[config.mk]
export PLATFORM = sky130hd
export DESIGN_NAME = cwf_refill
export DESIGN_NICKNAME = d
export VERILOG_FILES = /design/src/rtl/cwf_refill.sv
export SDC_FILE = /design/constraint.sdc
export NUM_CORES = 1
export LEC_CHECK = 0
export ABC_AREA = 1
export ABC_CLOCK_PERIOD_IN_PS = 3200
export BUFFER_PORTS_ARGS = -buffer_cell sky130_fd_sc_hd__buf_4
export CORE_MARGIN = 3
export CORE_UTILIZATION = 55
export CTS_CLUSTER_DIAMETER = 80
export DETAILED_ROUTE_END_ITERATION = 7
export PLACE_DENSITY = 0.71
export SLEW_MARGIN = 40
export SYNTH_ARGS = -nofsm -noshare
export SYNTH_HDL_FRONTEND = slang
export SYNTH_SLANG_ARGS = --single-unit
[constraint.sdc]
create_clock -name clk -period 3.2 [get_ports clk]
set_clock_uncertainty 0.05 [all_clocks]
set_input_delay 0 -clock clk [delete_from_list [all_inputs] [get_ports clk]]
set_output_delay 0 -clock clk [all_outputs]
set_load 0.03 [all_outputs]
[src/rtl/cwf_refill.sv]
module cwf_refill #(
  parameter int DATA_W = 32,
  parameter int ADDR_W = 12,
  parameter int WORDS  = 4,
  parameter int LINES  = 8,
  parameter bit WRAP   = 1'b1
) (
  input  logic                                clk,
  input  logic                                rst_n,
  input  logic                                cpu_req,
  input  logic [ADDR_W-1:0]                   cpu_addr,
  output logic                                cpu_rvalid,
  output logic [DATA_W-1:0]                   cpu_rdata,
  output logic                                mem_req,
  output logic [ADDR_W-$clog2(WORDS)-1:0]     mem_line,
  output logic [$clog2(WORDS)-1:0]            mem_first,
  input  logic                                mem_bvalid,
  input  logic [$clog2(WORDS)-1:0]            mem_bidx,
  input  logic [DATA_W-1:0]                   mem_bdata
);
  localparam int OFF_W = $clog2(WORDS);
  localparam int IDX_W = $clog2(LINES);
  localparam int LA_W  = ADDR_W - OFF_W;
  localparam int TAG_W = LA_W - IDX_W;

  logic [DATA_W-1:0] arr [LINES*WORDS];
  logic [TAG_W-1:0]  tag_q [LINES];
  logic [LINES-1:0]  line_ok;

  logic              busy, f_sent;
  logic [LA_W-1:0]   f_line;
  logic [OFF_W-1:0]  f_crit;
  logic [WORDS-1:0]  f_have;

  wire [OFF_W-1:0] req_off = cpu_addr[OFF_W-1:0];
  wire [IDX_W-1:0] req_idx = cpu_addr[OFF_W+IDX_W-1:OFF_W];
  wire [TAG_W-1:0] req_tag = cpu_addr[ADDR_W-1:OFF_W+IDX_W];
  wire [LA_W-1:0]  req_la  = cpu_addr[ADDR_W-1:OFF_W];
  wire [IDX_W-1:0] f_idx   = f_line[IDX_W-1:0];

  wire [WORDS-1:0] beat_bit  = WORDS'(1) << mem_bidx;
  wire [WORDS-1:0] have_next = f_have | beat_bit;
  wire beat      = busy && mem_bvalid;
  wire last_beat = beat && (&have_next);
  wire crit_beat = beat && !f_sent && (mem_bidx == f_crit);

  wire hit_idle = !busy && cpu_req && line_ok[req_idx] && (tag_q[req_idx] == req_tag);
  wire hit_fill = busy && f_sent && cpu_req && (req_la == f_line) && f_have[req_off];
  wire miss     = !busy && cpu_req && !hit_idle;

  always_ff @(posedge clk) begin
    if (beat) arr[{f_idx, mem_bidx}] <= mem_bdata;
  end

  always_ff @(posedge clk or negedge rst_n) begin
    if (!rst_n) begin
      cpu_rvalid <= 1'b0;
      cpu_rdata  <= '0;
      mem_req    <= 1'b0;
      mem_line   <= '0;
      mem_first  <= '0;
      busy       <= 1'b0;
      f_sent     <= 1'b0;
      f_line     <= '0;
      f_crit     <= '0;
      f_have     <= '0;
      line_ok    <= '0;
      for (int i = 0; i < LINES; i++) tag_q[i] <= '0;
    end else begin
      cpu_rvalid <= 1'b0;
      mem_req    <= 1'b0;
      if (crit_beat) begin
        cpu_rvalid <= 1'b1;
        cpu_rdata  <= mem_bdata;
      end else if (hit_idle || hit_fill) begin
        cpu_rvalid <= 1'b1;
        cpu_rdata  <= arr[{req_idx, req_off}];
      end
      if (miss) begin
        mem_req          <= 1'b1;
        mem_line         <= req_la;
        mem_first        <= WRAP ? req_off : OFF_W'(0);
        busy             <= 1'b1;
        f_sent           <= 1'b0;
        f_line           <= req_la;
        f_crit           <= req_off;
        f_have           <= '0;
        line_ok[req_idx] <= 1'b0;
        tag_q[req_idx]   <= req_tag;
      end else begin
        if (beat) f_have <= have_next;
        if (crit_beat) f_sent <= 1'b1;
        if (last_beat) begin
          busy           <= 1'b0;
          line_ok[f_idx] <= 1'b1;
        end
      end
    end
  end
endmodule

* Yosys cells after proc, flatten, opt, wreduce, memory -nomap -nowiden
Memories as Yosys holds them, arrays and structs flattened.
Cells that the tools add are included.
** Storage, ports and cells
- Register bits :: 116
- Bits in writable memories :: 1024
- Bits of input ports :: 50
- Output and inout port bits :: 46
- Word-level logic and storage cells :: 87
- Memories :: 1
** Operators by class
- $lt $le $gt $ge :: 7
- Eq/ne operators :: 3
- Shift-type cells :: 1
- Muxes and demuxes :: 29
- Bitwise operators :: 5
- Reduce and logical (&&, ||, !) cells :: 24
** Memory list
- arr :: depth 32, bits a word 32, read ports 1, clocked after Yosys merged registers in 0, write ports 1, RTL line 26 : logic [DATA_W-1:0] arr [LINES*WORDS];
** Operator list (count)
- 32-bit 2-to-1 mux :: 2
- 56-bit bitwise mux :: 1
- 7-bit binary-select mux with 3-bit select :: 1
- 7-bit demux with 3-bit select :: 1
- 7-bit 2-to-1 mux :: 3
- 8-bit 2-to-1 mux :: 2
- 1-bit logical AND :: 15
- 1-bit 2-to-1 mux :: 13
- 10-bit equality test :: 1
- 8-bit AND :: 1
- 3-bit by 4-bit less-than comparator with 1-bit output, second input constant :: 2
- 4-bit 2-to-1 mux :: 2
- 8-bit NOT :: 1
- 8-bit OR :: 1
- 2-bit nonzero test :: 4
- 7-bit equality test :: 1
- 1-bit demux with 3-bit select :: 2
- 3-bit by 1-bit >= comparator with 1-bit output, second input constant :: 2
- 4-bit >= comparator, second input constant :: 1
- 4-bit by 1-bit less-than comparator with 1-bit output, second input constant :: 1
- 3-bit NOT with 4-bit output :: 1
- 4-bit OR :: 1
- 4-bit AND reduction :: 1
- 1-bit by 2-bit << shifter with 4-bit output, first input constant :: 1
- other kinds (6) :: 8

* Depth between registers and ports, before layout
- Depth after elaboration :: 9
- Gate-level depth with buffers :: 17
- Mapped depth without buffers :: 14

* Worst setup path after synthesis
OpenSTA, ideal clock, no wires.
- Kind :: register to register
- Start :: register f_line[0]
- End :: memory arr[4][0] (enable)
- Setup time :: 0.421 ns
- Arrival time :: 2.515 ns
- Path slack :: 0.214 ns
- Stages on the path, launching flop included :: 6
- Path buffers :: 1
- Clock period less this slack :: 2.986 ns
- Path through :: dfrtp_1 -> clkbuf_1 -> inv_1 -> nor3_1 -> inv_1 -> nor2_1
** RTL lines
- start, declared :: RTL line 31 : logic [LA_W-1:0] f_line;
- start signal, assigned :: RTL line 85 : f_line <= req_la;
- end, declared :: RTL line 26
No word-level cell before the write port.

* Worst setup path in the final report
- Start :: input port cpu_addr[3]
- End :: register tag_q[6] (netlist bit)
** Between the ends
- Cells in the longest elaborated chain, start to end :: 8
- Elaborated cells between the ends (all ways) :: 17
- Classes of those cells :: 2 x order compare; 1 x eq/ne; 8 x mux; 1 x bitwise; 5 x reduce/logical
** Ends and longest elaborated chain
- start, declared :: RTL line 11 : input logic [ADDR_W-1:0] cpu_addr,
- 3-bit NOT with 4-bit output (not written as such) :: RTL line 47, 89
- 7-bit binary-select mux with 3-bit select :: RTL line 47 : wire hit_idle = !busy && cpu_req && line_ok[req_idx] && (tag_q[req_idx] == req_tag);
- 7-bit 2-to-1 mux (not written as such) (2 in a row) :: RTL line 47
- 7-bit equality test :: RTL line 47
- 1-bit logical AND :: RTL line 47
- 1-bit logical NOT :: RTL line 49 : wire miss = !busy && cpu_req && !hit_idle;
- 1-bit logical AND :: RTL line 49
- end signal, assigned by index :: RTL line 89 : tag_q[req_idx] <= req_tag;
- end, declared :: RTL line 27 : logic [TAG_W-1:0] tag_q [LINES];
Parallel ways exist; a longest one is shown, timed or not. The select of a mux whose other input is x is not followed.
A chain may end at the register's enable or synchronous reset.

==> results_dict.tcl <==
set metrics [dict create \
    critPathArrivalTime_ns 3.45 \
    path_cells "dlygate4sd3_1 -> buf_4 -> nand2_2 -> dlygate4sd3_1 -> nor2_4 -> nand2_1 -> nand2_1 -> nor2_1 -> a21oi_1 -> nand2_1 -> nor2_1 -> nand2_2 -> buf_4 -> nand4_1 -> dlygate4sd3_1 -> nand2_1" \
    synth_fp_nets 3961 \
    critPathBufInv 5 \
    via_per_inst 6.02 \
    synth-compound-area-share 0.100 \
    gr-usage-all-layers 0.287 \
    netlist.area_leader.share 0.670 \
    netlist_instances 3911 \
    core_area_um2 82400 \
    seq_area_frac_synth 0.733 \
    routed_wirelength_mm 125 \
    drive_above_1_share 0.109 \
    hold_path.class "input port to flip-flop" \
    stdcell_count 5188 \
    syn2layout_area_growth_pct 14.1 \
    synth-seq-cells 1140 \
    finalSetupTns_ns 0 \
    cts_buffers 112 \
    slowest_stage "dlygate4sd3_1" \
    rsz0062_at_grt "no" \
    slew_violations 0 \
    cp-start-kind "input port" \
    place_area_um2 48400 \
    start_util 0.557 \
    yosysTopAreaCell "edfxtp_1" \
    ir_drop_v 0.000543 \
    vias 31200 \
    slew_headroom 0.406 \
    yosys-top-cells-count "edfxtp_1 (1,024), nor2_1 (705), nand2_1 (628)" \
    period_share 0.915 \
    synth_flop_cell "edfxtp_1" \
    dr.pass1.iters 6 \
    clockBufferDepth 3 \
    endpoint_kind "flip-flop" \
    synth_edf_count 1024 \
    cpMostUsedCell "nand2_1" \
    min_period_ns 2.93 \
    drtAntennaViolNets 0 \
    row_count 105 \
    grt_pass1_wl_mm 186 \
    setup_ws_ns 0.273 \
    synthDistinctLibCells 31 \
    finalSetupViolCount 0 \
    fmax_mhz 342 \
    synth_mux_area_frac 0 \
    clock-sinks 1140 \
    die_y_um 295 \
    dp_slack_ns 0.528 \
    antenna_found_initial 1 \
    nets 4073 \
    place_inst 4926 \
    critPathTopFamily "buffers and inverters" \
    die-area_um2 87000 \
    critPathKind "input port to flip-flop" \
    synthesis.area_um2 45900 \
    io_buffers 95 \
    gp_congestion 0.889 \
    worstPathMaxFanout 40 \
    drt_iter0_markers 4122 \
    grt_pass1_vias 29600 \
    cts_resized 0 \
    tightest_slew_ns 0.891 \
    worst_ep_required_time_ns 3.73 \
    post_drt_wl_per_cell_um 24.1 \
    die_width_um 295 \
    synth_top_family_by_area "simple AND/OR/NAND/NOR gates" \
    cts_tree "yes" \
    grt-ovfl-total 0 \
    clockRootBuffer "clkbuf_16" \
    async_reset_ff_frac 0.102 \
    fin_hold_ws_ns 0.0588 \
    synth_area_leaders "edfxtp_1 (67%), o21ai_0 (6.4%), dfrtp_1 (6.3%)" \
    synth_xor_area_frac 0.00114 \
    htree_levels 3 \
    yosysWarnings 0 \
    drc_errors 0 \
    syn_avg_cell_area_um2 11.7 \
    stdcell_area_um2 52400 \
    grt_max_degree 174 \
    power_density_nw_per_um2 674 \
    clk_latency_ns 0.68 \
    maxCapViolCount 0 \
    cts.reportedPaths.clkPinSlew_ns 0.06 \
    synthAdderAreaFrac 0 \
    synthSimpleGateAreaFrac 0.135 \
    synth.most_common_cell "edfxtp_1" \
    critPathMaxStageDelay_ns 0.65 \
    io_pins 96 \
    dp_hpwl_mm 72.8 \
    outcome "complete, no violations" \
    leakage_uw 0.0187 \
    hold_viol_final 0 \
]
[cell families (layout without fill, tap and decap cells)]
logic type	count (synthesis)	count (layout)
simple gates	1540	1540
flops	1140	1140
compound gates	871	871
buf+inv	354	560
xor+xnor	6	6
other cells	0	1
[per-stage QoR]
step | power, uW | util
floorplan | 20900 | -
global placement | 23000 | 0.587
detailed placement | 23000 | 0.587
CTS | 35400 | 0.636
global route | 36600 | 0.636
finish | 35300 | 0.636
[metal layers]
metal | GRT usage | wire (um) | up-vias
met4 | 0.132 | 5880 | 0
met5 | 0 | 0 | -
met2 | 0.451 | 58500 | 1624
li1 | - | - | 14100
met1 | 0.402 | 48300 | 15200
met3 | 0.0439 | 12200 | 257
[timing repair]
item / in CTS / in global routing
endpoints found under the hold margin: 1225 / 0
hold buffers: 53 / 0
setup buffers: 0 / 0
[layout by cell type (no fill, tap or decap), types with 85 or more instances in the layout]
master	count
nand3_1	85
edfxtp_1	1024
clkbuf_16	114
o21ai_0	587
o22ai_1	195
buf_4	167
nand2_1	626
nor2_1	667
dfrtp_1	116
inv_1	95
[registers in the layout, summed over array words and instances, names as in the netlist, 2 cells and up]
register   cells
line_ok        8
f_line        10
arr         1024
f_have         4
cpu_rdata     32
tag_q         56
f_crit         2
[worst paths after layout]
| path | startpoint | endpoint | slack (ns) | cells after the start |
|---|---|---|---|---|
| hold reg to reg | tag_q[32] | tag_q[32] | 0.42 | 2 |
| setup reg to reg | f_line[1] | arr[8][14] | 0.46 | 5 |
| min in group asynchronous | rst_n | tag_q[52] | 0.44 | 4 |
| hold / removal | cpu_addr[1] | f_crit[1] | 0.06 | 4 |
| max in group asynchronous | rst_n | cpu_rdata[0] | 2.33 | 4 |
| setup / recovery | cpu_addr[3] | tag_q[6] | 0.27 | 16 |
[report_power, final]
group	internal [uW]	total [uW]	switching (uW)	leakage [uW]
Clock	6930	12400	5520	0.00169
Sequential	17300	17900	572	0.0107
Combinational	1460	4960	3500	0.00630
[cell type report]
cell class	instances	area, um^2
diodes	1	2.50
flip-flops and latches	1140	33700
clock inverters	71	533
inverters	104	403
fillers	5998	30000
well taps	1070	1340
multi-input cells	2417	11200
clock buffers	137	2940
repair buffers	248	2360
[worst reg2reg max path: cells and delay by family, from the launching register on]
family | cells | cell delay (ns)
flops | 1 | 0.49
simple gates | 2 | 1.06
buf+inv | 3 | 0.80
No activity file was read; power rests on OpenSTA's default activity.
